### src/rtl/mdio_pkg.sv
package mdio_pkg;

    localparam int PRE_BITS    = 33;
    localparam int RD_HDR_BITS = 16;
    localparam int WR_HDR_BITS = 32;
    localparam int RX_BITS     = 19;
    localparam int TAIL_BITS   = 2;
    localparam int RX_KEEP_LO  = 2;
    localparam int RX_KEEP_HI  = 17;
    localparam int CNT_W       = 6;

    typedef enum logic [2:0] {
        ST_IDLE,
        ST_PRE,
        ST_HDR,
        ST_RX,
        ST_TAIL
    } mstate_t;

    typedef struct packed {
        logic        wr;
        logic [4:0]  phy;
        logic [4:0]  regi;
        logic [15:0] wdata;
    } mcmd_t;

    // Driven frame image, left aligned so bit 31 leaves first.
    function automatic logic [31:0] frame_word(mcmd_t c);
        if (c.wr)
            return {2'b01, 2'b01, c.phy, c.regi, 2'b10, c.wdata};
        else
            return {2'b11, 2'b01, 2'b10, c.phy, c.regi, 16'h0000};
    endfunction

    // Index of the final bit period of a phase.
    function automatic logic [CNT_W-1:0] phase_last(mstate_t s, logic wr);
        case (s)
            ST_PRE:  return CNT_W'(PRE_BITS - 1);
            ST_HDR:  return wr ? CNT_W'(WR_HDR_BITS - 1) : CNT_W'(RD_HDR_BITS - 1);
            ST_RX:   return CNT_W'(RX_BITS - 1);
            ST_TAIL: return CNT_W'(TAIL_BITS - 1);
            default: return '0;
        endcase
    endfunction

endpackage

### src/rtl/mdio_tick_gen.sv
module mdio_tick_gen #(
    parameter int MDC_HALF = 25
) (
    input  logic clk,
    input  logic rst,
    input  logic run,
    output logic rise_tick,
    output logic fall_tick,
    output logic mdc
);
    localparam int CW = (MDC_HALF > 1) ? $clog2(MDC_HALF) : 1;
    localparam logic [CW-1:0] CMAX = CW'(MDC_HALF - 1);

    logic [CW-1:0] cnt;
    logic          wrap;

    assign wrap      = run && (cnt == CMAX);
    assign rise_tick = wrap && !mdc;
    assign fall_tick = wrap && mdc;

    always_ff @(posedge clk) begin
        if (rst || !run) begin
            cnt <= '0;
            mdc <= 1'b0;
        end else if (wrap) begin
            cnt <= '0;
            mdc <= ~mdc;
        end else begin
            cnt <= cnt + 1'b1;
        end
    end

    a_r7_mdc_only_on_tick: assert property (@(posedge clk) disable iff (rst)
        (run && !wrap && $past(run)) |=> $stable(mdc));

endmodule

### src/rtl/mdio_seq.sv
module mdio_seq
    import mdio_pkg::*;
(
    input  logic        clk,
    input  logic        rst,
    input  logic        req,
    input  mcmd_t       cmd,
    input  logic        idx_bad,
    input  logic        rise_tick,
    input  logic        fall_tick,
    input  logic        mdi,
    output mstate_t     state,
    output logic        done,
    output logic [15:0] rdata,
    output logic        mdo,
    output logic        oe
);
    logic [CNT_W-1:0] bitcnt;
    logic [31:0]      sr;
    logic [15:0]      rxsh;
    logic             wr_q;
    logic             last_bit;
    logic             keep_bit;

    assign last_bit = (bitcnt == phase_last(state, wr_q));
    assign keep_bit = (bitcnt >= CNT_W'(RX_KEEP_LO)) && (bitcnt <= CNT_W'(RX_KEEP_HI));
    assign oe       = (state == ST_PRE) || (state == ST_HDR);
    assign mdo      = (state == ST_HDR) ? sr[31] : 1'b1;

    always_ff @(posedge clk) begin
        if (rst) begin
            state  <= ST_IDLE;
            done   <= 1'b0;
            rdata  <= '0;
            bitcnt <= '0;
            sr     <= '0;
            rxsh   <= '0;
            wr_q   <= 1'b0;
        end else begin
            done <= 1'b0;
            if (state == ST_IDLE) begin
                if (req) begin
                    if (idx_bad) begin
                        done <= 1'b1;
                        if (!cmd.wr)
                            rdata <= 16'hFFFF;
                    end else begin
                        wr_q   <= cmd.wr;
                        sr     <= frame_word(cmd);
                        bitcnt <= '0;
                        state  <= ST_PRE;
                    end
                end
            end else begin
                if (rise_tick && state == ST_RX && keep_bit)
                    rxsh <= {rxsh[14:0], mdi};
                if (fall_tick) begin
                    if (state == ST_HDR)
                        sr <= {sr[30:0], 1'b0};
                    if (last_bit) begin
                        bitcnt <= '0;
                        case (state)
                            ST_PRE:  state <= ST_HDR;
                            ST_HDR:  state <= wr_q ? ST_TAIL : ST_RX;
                            ST_RX: begin
                                state <= ST_IDLE;
                                done  <= 1'b1;
                                rdata <= rxsh;
                            end
                            default: begin
                                state <= ST_IDLE;
                                done  <= 1'b1;
                            end
                        endcase
                    end else begin
                        bitcnt <= bitcnt + 1'b1;
                    end
                end
            end
        end
    end

    a_r4_released_in_rx: assert property (@(posedge clk) disable iff (rst)
        (state == ST_RX || state == ST_TAIL) |-> !oe);
    a_r2_pre_enters_hdr: assert property (@(posedge clk) disable iff (rst)
        ($past(state) == ST_PRE && state != ST_PRE) |-> state == ST_HDR);

endmodule

### src/rtl/mdio_master.sv
module mdio_master
    import mdio_pkg::*;
#(
    parameter int MDC_HALF = 25,
    parameter int IDX_W    = 8
) (
    input  logic             clk,
    input  logic             rst,
    input  logic             req,
    input  logic             wr,
    input  logic [4:0]       phy_addr,
    input  logic [IDX_W-1:0] reg_idx,
    input  logic [15:0]      wdata,
    output logic             busy,
    output logic             done,
    output logic [15:0]      rdata,
    output logic             mdc,
    output logic             mdio_o,
    output logic             mdio_oe,
    input  logic             mdio_i
);
    mstate_t state;
    mcmd_t   cmd;
    logic    idx_bad;
    logic    rise_tick;
    logic    fall_tick;

    generate
        if (IDX_W > 5) begin : g_wide_idx
            assign idx_bad = |reg_idx[IDX_W-1:5];
        end else begin : g_narrow_idx
            assign idx_bad = 1'b0;
        end
    endgenerate

    assign cmd  = '{wr: wr, phy: phy_addr, regi: reg_idx[4:0], wdata: wdata};
    assign busy = (state != ST_IDLE);

    mdio_tick_gen #(.MDC_HALF(MDC_HALF)) u_tick (
        .clk       (clk),
        .rst       (rst),
        .run       (busy),
        .rise_tick (rise_tick),
        .fall_tick (fall_tick),
        .mdc       (mdc)
    );

    mdio_seq u_seq (
        .clk       (clk),
        .rst       (rst),
        .req       (req),
        .cmd       (cmd),
        .idx_bad   (idx_bad),
        .rise_tick (rise_tick),
        .fall_tick (fall_tick),
        .mdi       (mdio_i),
        .state     (state),
        .done      (done),
        .rdata     (rdata),
        .mdo       (mdio_o),
        .oe        (mdio_oe)
    );

    a_r1_idle_quiet: assert property (@(posedge clk) disable iff (rst)
        !busy |-> (!mdc && !mdio_oe));
    a_r9_done_not_busy: assert property (@(posedge clk) disable iff (rst)
        done |-> !busy);
    a_r9_fall_gives_done: assert property (@(posedge clk) disable iff (rst)
        $fell(busy) |-> done);
    a_r7_data_hold_high: assert property (@(posedge clk) disable iff (rst)
        (mdc && $past(mdc)) |-> ($stable(mdio_o) && $stable(mdio_oe)));
    a_r8_refused: assert property (@(posedge clk) disable iff (rst)
        (req && !busy && idx_bad) |=> (done && !busy && !mdc));
    a_r2_mdc_needs_busy: assert property (@(posedge clk) disable iff (rst)
        $rose(mdc) |-> busy);

endmodule

### config.mk
export PLATFORM = sky130hd
export DESIGN_NAME = mdio_master
export DESIGN_NICKNAME = d
export VERILOG_FILES = /design/src/rtl/mdio_pkg.sv /design/src/rtl/mdio_tick_gen.sv /design/src/rtl/mdio_seq.sv /design/src/rtl/mdio_master.sv
export SDC_FILE = /design/constraint.sdc
export NUM_CORES = 1
export LEC_CHECK = 0
export BUFFER_PORTS_ARGS = -buffer_cell sky130_fd_sc_hd__buf_2
export CORE_UTILIZATION = 30
export DETAILED_ROUTE_END_ITERATION = 8
export GPL_ROUTABILITY_DRIVEN = 0
export PLACE_DENSITY_LB_ADDON = 0.25
export SYNTH_ARGS = -nofsm -noshare
export SYNTH_HDL_FRONTEND = slang
export SYNTH_SLANG_ARGS = --single-unit
### constraint.sdc
create_clock -name clk -period 3 [get_ports clk]
set_clock_uncertainty 0.2 [all_clocks]
set_input_delay 0.75 -clock clk [delete_from_list [all_inputs] [get_ports clk]]
set_output_delay 0.75 -clock clk [all_outputs]
set_load 0.01 [all_outputs]
==> results.toml, run 1 <==
[placed_design]
dpl_worst_slack_ps = 360.8
dp_hpwl_mm = 5.680
portBuffers = 54
dp.cells = 656

[logic_synthesis]
yosys_warnings = 0
avgSynthCellArea_um2 = 8.328
netlist_instances = 459
synth_async_sr_flop_share = 0
ys_types = 48
ys_seq_area_frac = 0.4242
synth-seq-cells = 81
synthFlopType = "dfxtp_1"
synth_enable_flop_cells = 0
netlist_area_um2 = 3822
syn-num-nets = 499

[detailed_routing]
wirelength_mm = 8.656
drc_errors = 0
wl_per_cell_um = 12.88
dr.pass1.iters = 4
drtIter0Drc = 162
ant_nets = 0
viasPerCell = 4.924
via_count = 3309

[cells_and_area]
drive_above_1_share = 0.1845
layoutNonFillerInstCount = 672
area_growth_pct = 19.21
diodes = 0
final_cell_mix = "dfxtp_1, buf_2, nor2_1, nand2_1, a21oi_1"
final_nets = 539
mostFrequentLayoutCell = "dfxtp_1"

[worst_hold_path]
holdPathStages = 2
hp-class = "flop to flop"
min_to = "u_seq.sr[21]$_SDFFE_PP0P_"
min_from = "u_seq.sr[21]$_SDFFE_PP0P_"

[clock_network]
cts_buffers = 9
htree_levels = 3
clk_pin_slew_ps = 60
cts-root-buf = "clkbuf_16"
clock_latency_ps = 330
cts_tree = "built"
clkSinkCount = 81
postCtsHoldBufs = 0
post_cts_buffers = 0
cts_resized = 0
clock_tree.buffer_depth = 2

[critical_path]
start_kind = "flop"
rr_worst_depth = 6
r2r-start = "u_seq.state[1]$_SDFFE_PP0P_"
worstPathRequired_ps = 2050
crit_type = "flop to primary output"
end_kind = "primary output"
crit_arrival_ps = 1810
path_max_fanout = 27
regToRegSetupSlack_ps = 570
worstReg2RegEnd = "u_seq.state[1]$_SDFFE_PP0P_"

[grt]
antenna_found_initial = 0
grt_pass1_wl_mm = 14.46
grt_pass1_vias = 3100
grt_max_degree = 49
grt_overflow_total = 0
grt_usage = 0.1368

[timing]
fmax_mhz = 362.7
drv_slew = 0
finalCritPeriodShare = 0.9190
fin_tns_setup_ps = 0
worst_slack_ps = 243.0
rsz0062_at_grt = "no"
setup_viol = 0
min_period_ps = 2757
slew_headroom = 0.5070
worst_pin_slew_ps = 739.5
final-hold-violation-count = 0

[power_and_ir_drop]
clockPowerShare = 0.482
pwr-share-comb = 0.071
netSwitchingPower_mw = 0.5571
vdd_drop_max_mv = 0.4479
p_leak_nw = 1.782
p_int_mw = 1.950
seqPwrFrac = 0.448
power.density_nw_per_um2 = 550.1
sw_frac_of_total = 0.2222

[floorplanning]
start_util = 0.3130
rows = 40
die_height_um = 114.9
die_area_um2 = 13200
die_w_um = 114.9
core-area_um2 = 12210
ioPinCount = 55

[outcome]
outcome = "finished, final reports clean"

[flow_run]
cap_violations = 0
## stage by stage
step,hold slack [ps],area (um2),power (mW),utilization
4_1_cts,254.3,4557,2.545,0.3732
5_1_grt,271.8,4557,2.604,0.3732
3_5_place_dp,245.7,4227,1.326,0.3461
3_3_place_gp,238.7,4227,1.322,0.3461
6_report,251.7,4557,2.507,0.3732
2_1_floorplan,226.8,3822,1.254,-
## area by class of cell
class	count	area (um2)
fillers	1305	7655
well taps	168	210.2
multi-input cells	322	1962
inverters	22	82.58
clock buffers	11	252.7
clock inverters	5	77.57
flip-flops and latches	81	1622
repair buffers	63	350.3
## cell families after synthesis
logic type	after synthesis	synth area share
and+or+nand+nor	186	0.2445
AOI/OAI and AO/OA	97	0.1614
DFF	81	0.4242
buffers and inverters	56	0.06612
muxes	26	0.06809
xor gates and xnor gates	7	0.01604
adders and majority gates	6	0.01964
## power groups by stage
stage                     combinational (mW)  clock [mW]  sequential, mW
after global placement                 0.176           0            1.15
after global routing                   0.198        1.28            1.13
final                                  0.177        1.21            1.12
after detailed placement               0.180           0            1.15
after floorplan                        0.104           0            1.15
after CTS                              0.181        1.24            1.12
## registers in the layout, indices dropped and copies added, names as in the netlist
signal / cells
u_seq.bitcnt: 6
u_seq.done: 1
u_seq.state: 3
u_seq.wr_q: 1
u_seq.rxsh: 16
u_seq.rdata: 16
u_tick.cnt: 5
u_seq.sr: 32
u_tick.mdc: 1
## critical path, cell delays in order, from the launching register on
cell	delay, ps
dfxtp_1	470
nor3_4	420
clkinv_1	140
buf_4	250
buf_2	180
## synth_stat cells, drive strengths merged (6+ instances only)
cell type,instances,area share
or2,17,0.028
mux2i,26,0.068
ha,6,0.020
a311oi,16,0.037
clkbuf,20,0.020
nand4,8,0.016
inv,21,0.021
a21oi,40,0.052
o21ai,19,0.025
nand2,49,0.048
nand3,24,0.033
nand2b,6,0.0098
nor2,52,0.052
o211ai,12,0.024
dfxtp,81,0.42
buf,14,0.025
nor3,9,0.015
## worst max path at each step
stage,from,to,cells past startpoint
6_report,u_seq.state[0]$_SDFFE_PP0P_,busy,4
5_1_grt,u_seq.state[0]$_SDFFE_PP0P_,busy,4
4_1_cts,u_seq.state[0]$_SDFFE_PP0P_,busy,4
3_5_place_dp,reg_idx[6],u_seq.sr[1]$_SDFFE_PP0P_,7
3_3_place_gp,reg_idx[6],u_seq.bitcnt[5]$_SDFFE_PP0P_,6
2_1_floorplan,reg_idx[6],u_seq.bitcnt[5]$_SDFFE_PP0P_,5
## metal layers
metal  share of wire  wire, um  up-vias  global-route usage
met5               0         0        -                   0
met4           0.011        97        0             0.04156
met3           0.051       438        9             0.03268
met2            0.47      4028       78              0.2281
met1            0.47      4092     1551              0.1748
li1                -         -     1671                   -
No activity file was read; power rests on OpenSTA's default activity.
==> inputs of run 2 (changes only) <==
Settings changed: CELL_PAD_IN_SITES_DETAIL_PLACEMENT set to 0, CELL_PAD_IN_SITES_GLOBAL_PLACEMENT set to 1, MAX_ROUTING_LAYER set to met4.
==> run 2 against run 1 <==
Against the previous run:
- utilization fell by 0.39 points
- critical path depth fell by 1
- combinational power barely moved
- critical endpoint is now mdio_o
==> results.toml, run 2 (synthesis gave the netlist of run 1 again) <==
[cells_and_area]
final_nets = 538
drive_above_1_share = 0.1829
largest_reg_flops = 32
mostFrequentLayoutCell = "dfxtp_1"
diodes = 0
regMostFlops = "u_seq.sr"
final_cell_mix = "dfxtp_1, buf_2, nor2_1, nand2_1, a21oi_1"
area_growth_pct = 17.97
reg_top3 = "u_seq.sr x32, u_seq.rdata x16, u_seq.rxsh x16"

[timing]
holdWs_ps = 255.1
min_period_ps = 2646
fmax_mhz = 377.9
final-hold-violation-count = 0
rsz0062_at_grt = "no"
slew_headroom = 0.2609
setup_viol = 0
drv_slew = 0
worst_pin_slew_ps = 1109
fin_tns_setup_ps = 0
finalCritPeriodShare = 0.8820

[power_and_ir_drop]
power.density_nw_per_um2 = 515.3
sw_frac_of_total = 0.2494
seqPwrFrac = 0.482
pwr-share-comb = 0.077
clockPowerShare = 0.441
p_int_mw = 1.744
vdd_drop_max_mv = 0.2357
netSwitchingPower_mw = 0.5795
p_leak_nw = 1.756

[detailed_routing]
dr.pass1.iters = 4
via_count = 3244
drtIter0Drc = 185
viasPerCell = 4.835
wl_per_cell_um = 13.35
wirelength_mm = 8.961
drc_errors = 0
ant_nets = 0

[critical_path]
path_max_fanout = 12
end_kind = "primary output"
worstPathRequired_ps = 2050
crit_arrival_ps = 1700
crit_type = "flop to primary output"
cpMaxStageDelayCell = "nor3b_1"
path_cells = "nor3b_1 -> nand2b_1 -> buf_2"
critPathMaxStageDelay_ps = 590
start_kind = "flop"

[placed_design]
dp_hpwl_mm = 5.935
portBuffers = 54

[worst_hold_path]
hp-class = "flop to flop"

[floorplanning]
die_area_um2 = 13200
start_util = 0.3130
die_w_um = 114.9
core-area_um2 = 12210
rows = 40
ioPinCount = 55
die_height_um = 114.9

[grt]
antenna_found_initial = 0
grt_max_degree = 58
grt_overflow_total = 0
grt_pass1_vias = 3080
grt_usage = 0.1503
grt_pass1_wl_mm = 15.06

[outcome]
outcome = "finished, final reports clean"

[clock_network]
htree_levels = 3
cts-root-buf = "clkbuf_16"
cts_buffers = 9
clock_tree.buffer_depth = 2
postCtsHoldBufs = 0
post_cts_buffers = 0
cts_resized = 0
clk_pin_slew_ps = 60
clkSinkCount = 81
cts_tree = "built"
clock_latency_ps = 340

[flow_run]
cap_violations = 0
run 2: cell types whose count changed in the layout (fill, tap and decap cells not counted), sizes merged:
cell	before	now
buf	63	62
clkbuf	11	9
inv	21	23
clkinv	3	5
bufinv	2	0
run 2: area by class of cell:
| class | instances | area (um2) |
|---|---|---|
| Clock inverter | 7 | 52.55 |
| Clock buffer | 9 | 225.2 |
| Sequential cell | 81 | 1622 |
| Timing Repair Buffer | 62 | 355.3 |
| Multi-Input combinational cell | 322 | 1962 |
| Tap cell | 168 | 210.2 |
| Fill cell | 1313 | 7702 |
| Inverter | 22 | 82.58 |
run 2: path summary, 6_finish.rpt:
check / startpoint / slack (ps) / endpoint / depth (start not counted)
hold / removal: u_seq.sr[24]$_SDFFE_PP0P_ / 260 / u_seq.sr[24]$_SDFFE_PP0P_ / 2
setup / recovery: u_seq.state[2]$_SDFFE_PP0P_ / 350 / mdio_o / 3
hold reg to reg: u_seq.sr[24]$_SDFFE_PP0P_ / 260 / u_seq.sr[24]$_SDFFE_PP0P_ / 2
setup reg to reg: u_seq.state[2]$_SDFFE_PP0P_ / 440 / u_seq.state[1]$_SDFFE_PP0P_ / 6
run 2: worst max-delay path: cells and delay by family, from the launching register on:
family                 cells  cell delay [ps]
and+or+nand+nor            2              740
buffers and inverters      1              170
DFF                        1              440
run 2: layer usage:
metal  vias to the layer above  GRT usage  part of all wire
met5                         -          -                 0
met4                         0    0.04848            0.0099
met3                         7    0.04850             0.050
met2                        54     0.2217              0.45
met1                      1509     0.1935              0.49
li1                       1674          -                 -
run 2: power by group through the flow:
stage	logic (mW)	clock network [mW]	registers (mW)
after detailed placement	0.182	0	1.14
after CTS	0.183	1.07	1.12
after global routing	0.202	1.12	1.12
final	0.178	1.02	1.12
after floorplan	0.104	0	1.15
after global placement	0.180	0	1.14
run 2: per-stage QoR:
| stage | area, um2 | std cells | setup slack [ps] | util | total power, mW |
|---|---|---|---|---|---|
| after floorplan | 3822 | 459 | 683.9 | - | 1.254 |
| after global placement | 4232 | 655 | 438.7 | 0.3465 | 1.324 |
| after detailed placement | 4232 | 655 | 374.9 | 0.3465 | 1.326 |
| after CTS | 4509 | 671 | 362.3 | 0.3693 | 2.374 |
| after global routing | 4509 | 671 | 57.01 | 0.3693 | 2.442 |
| final | 4509 | 671 | 354.1 | 0.3693 | 2.324 |
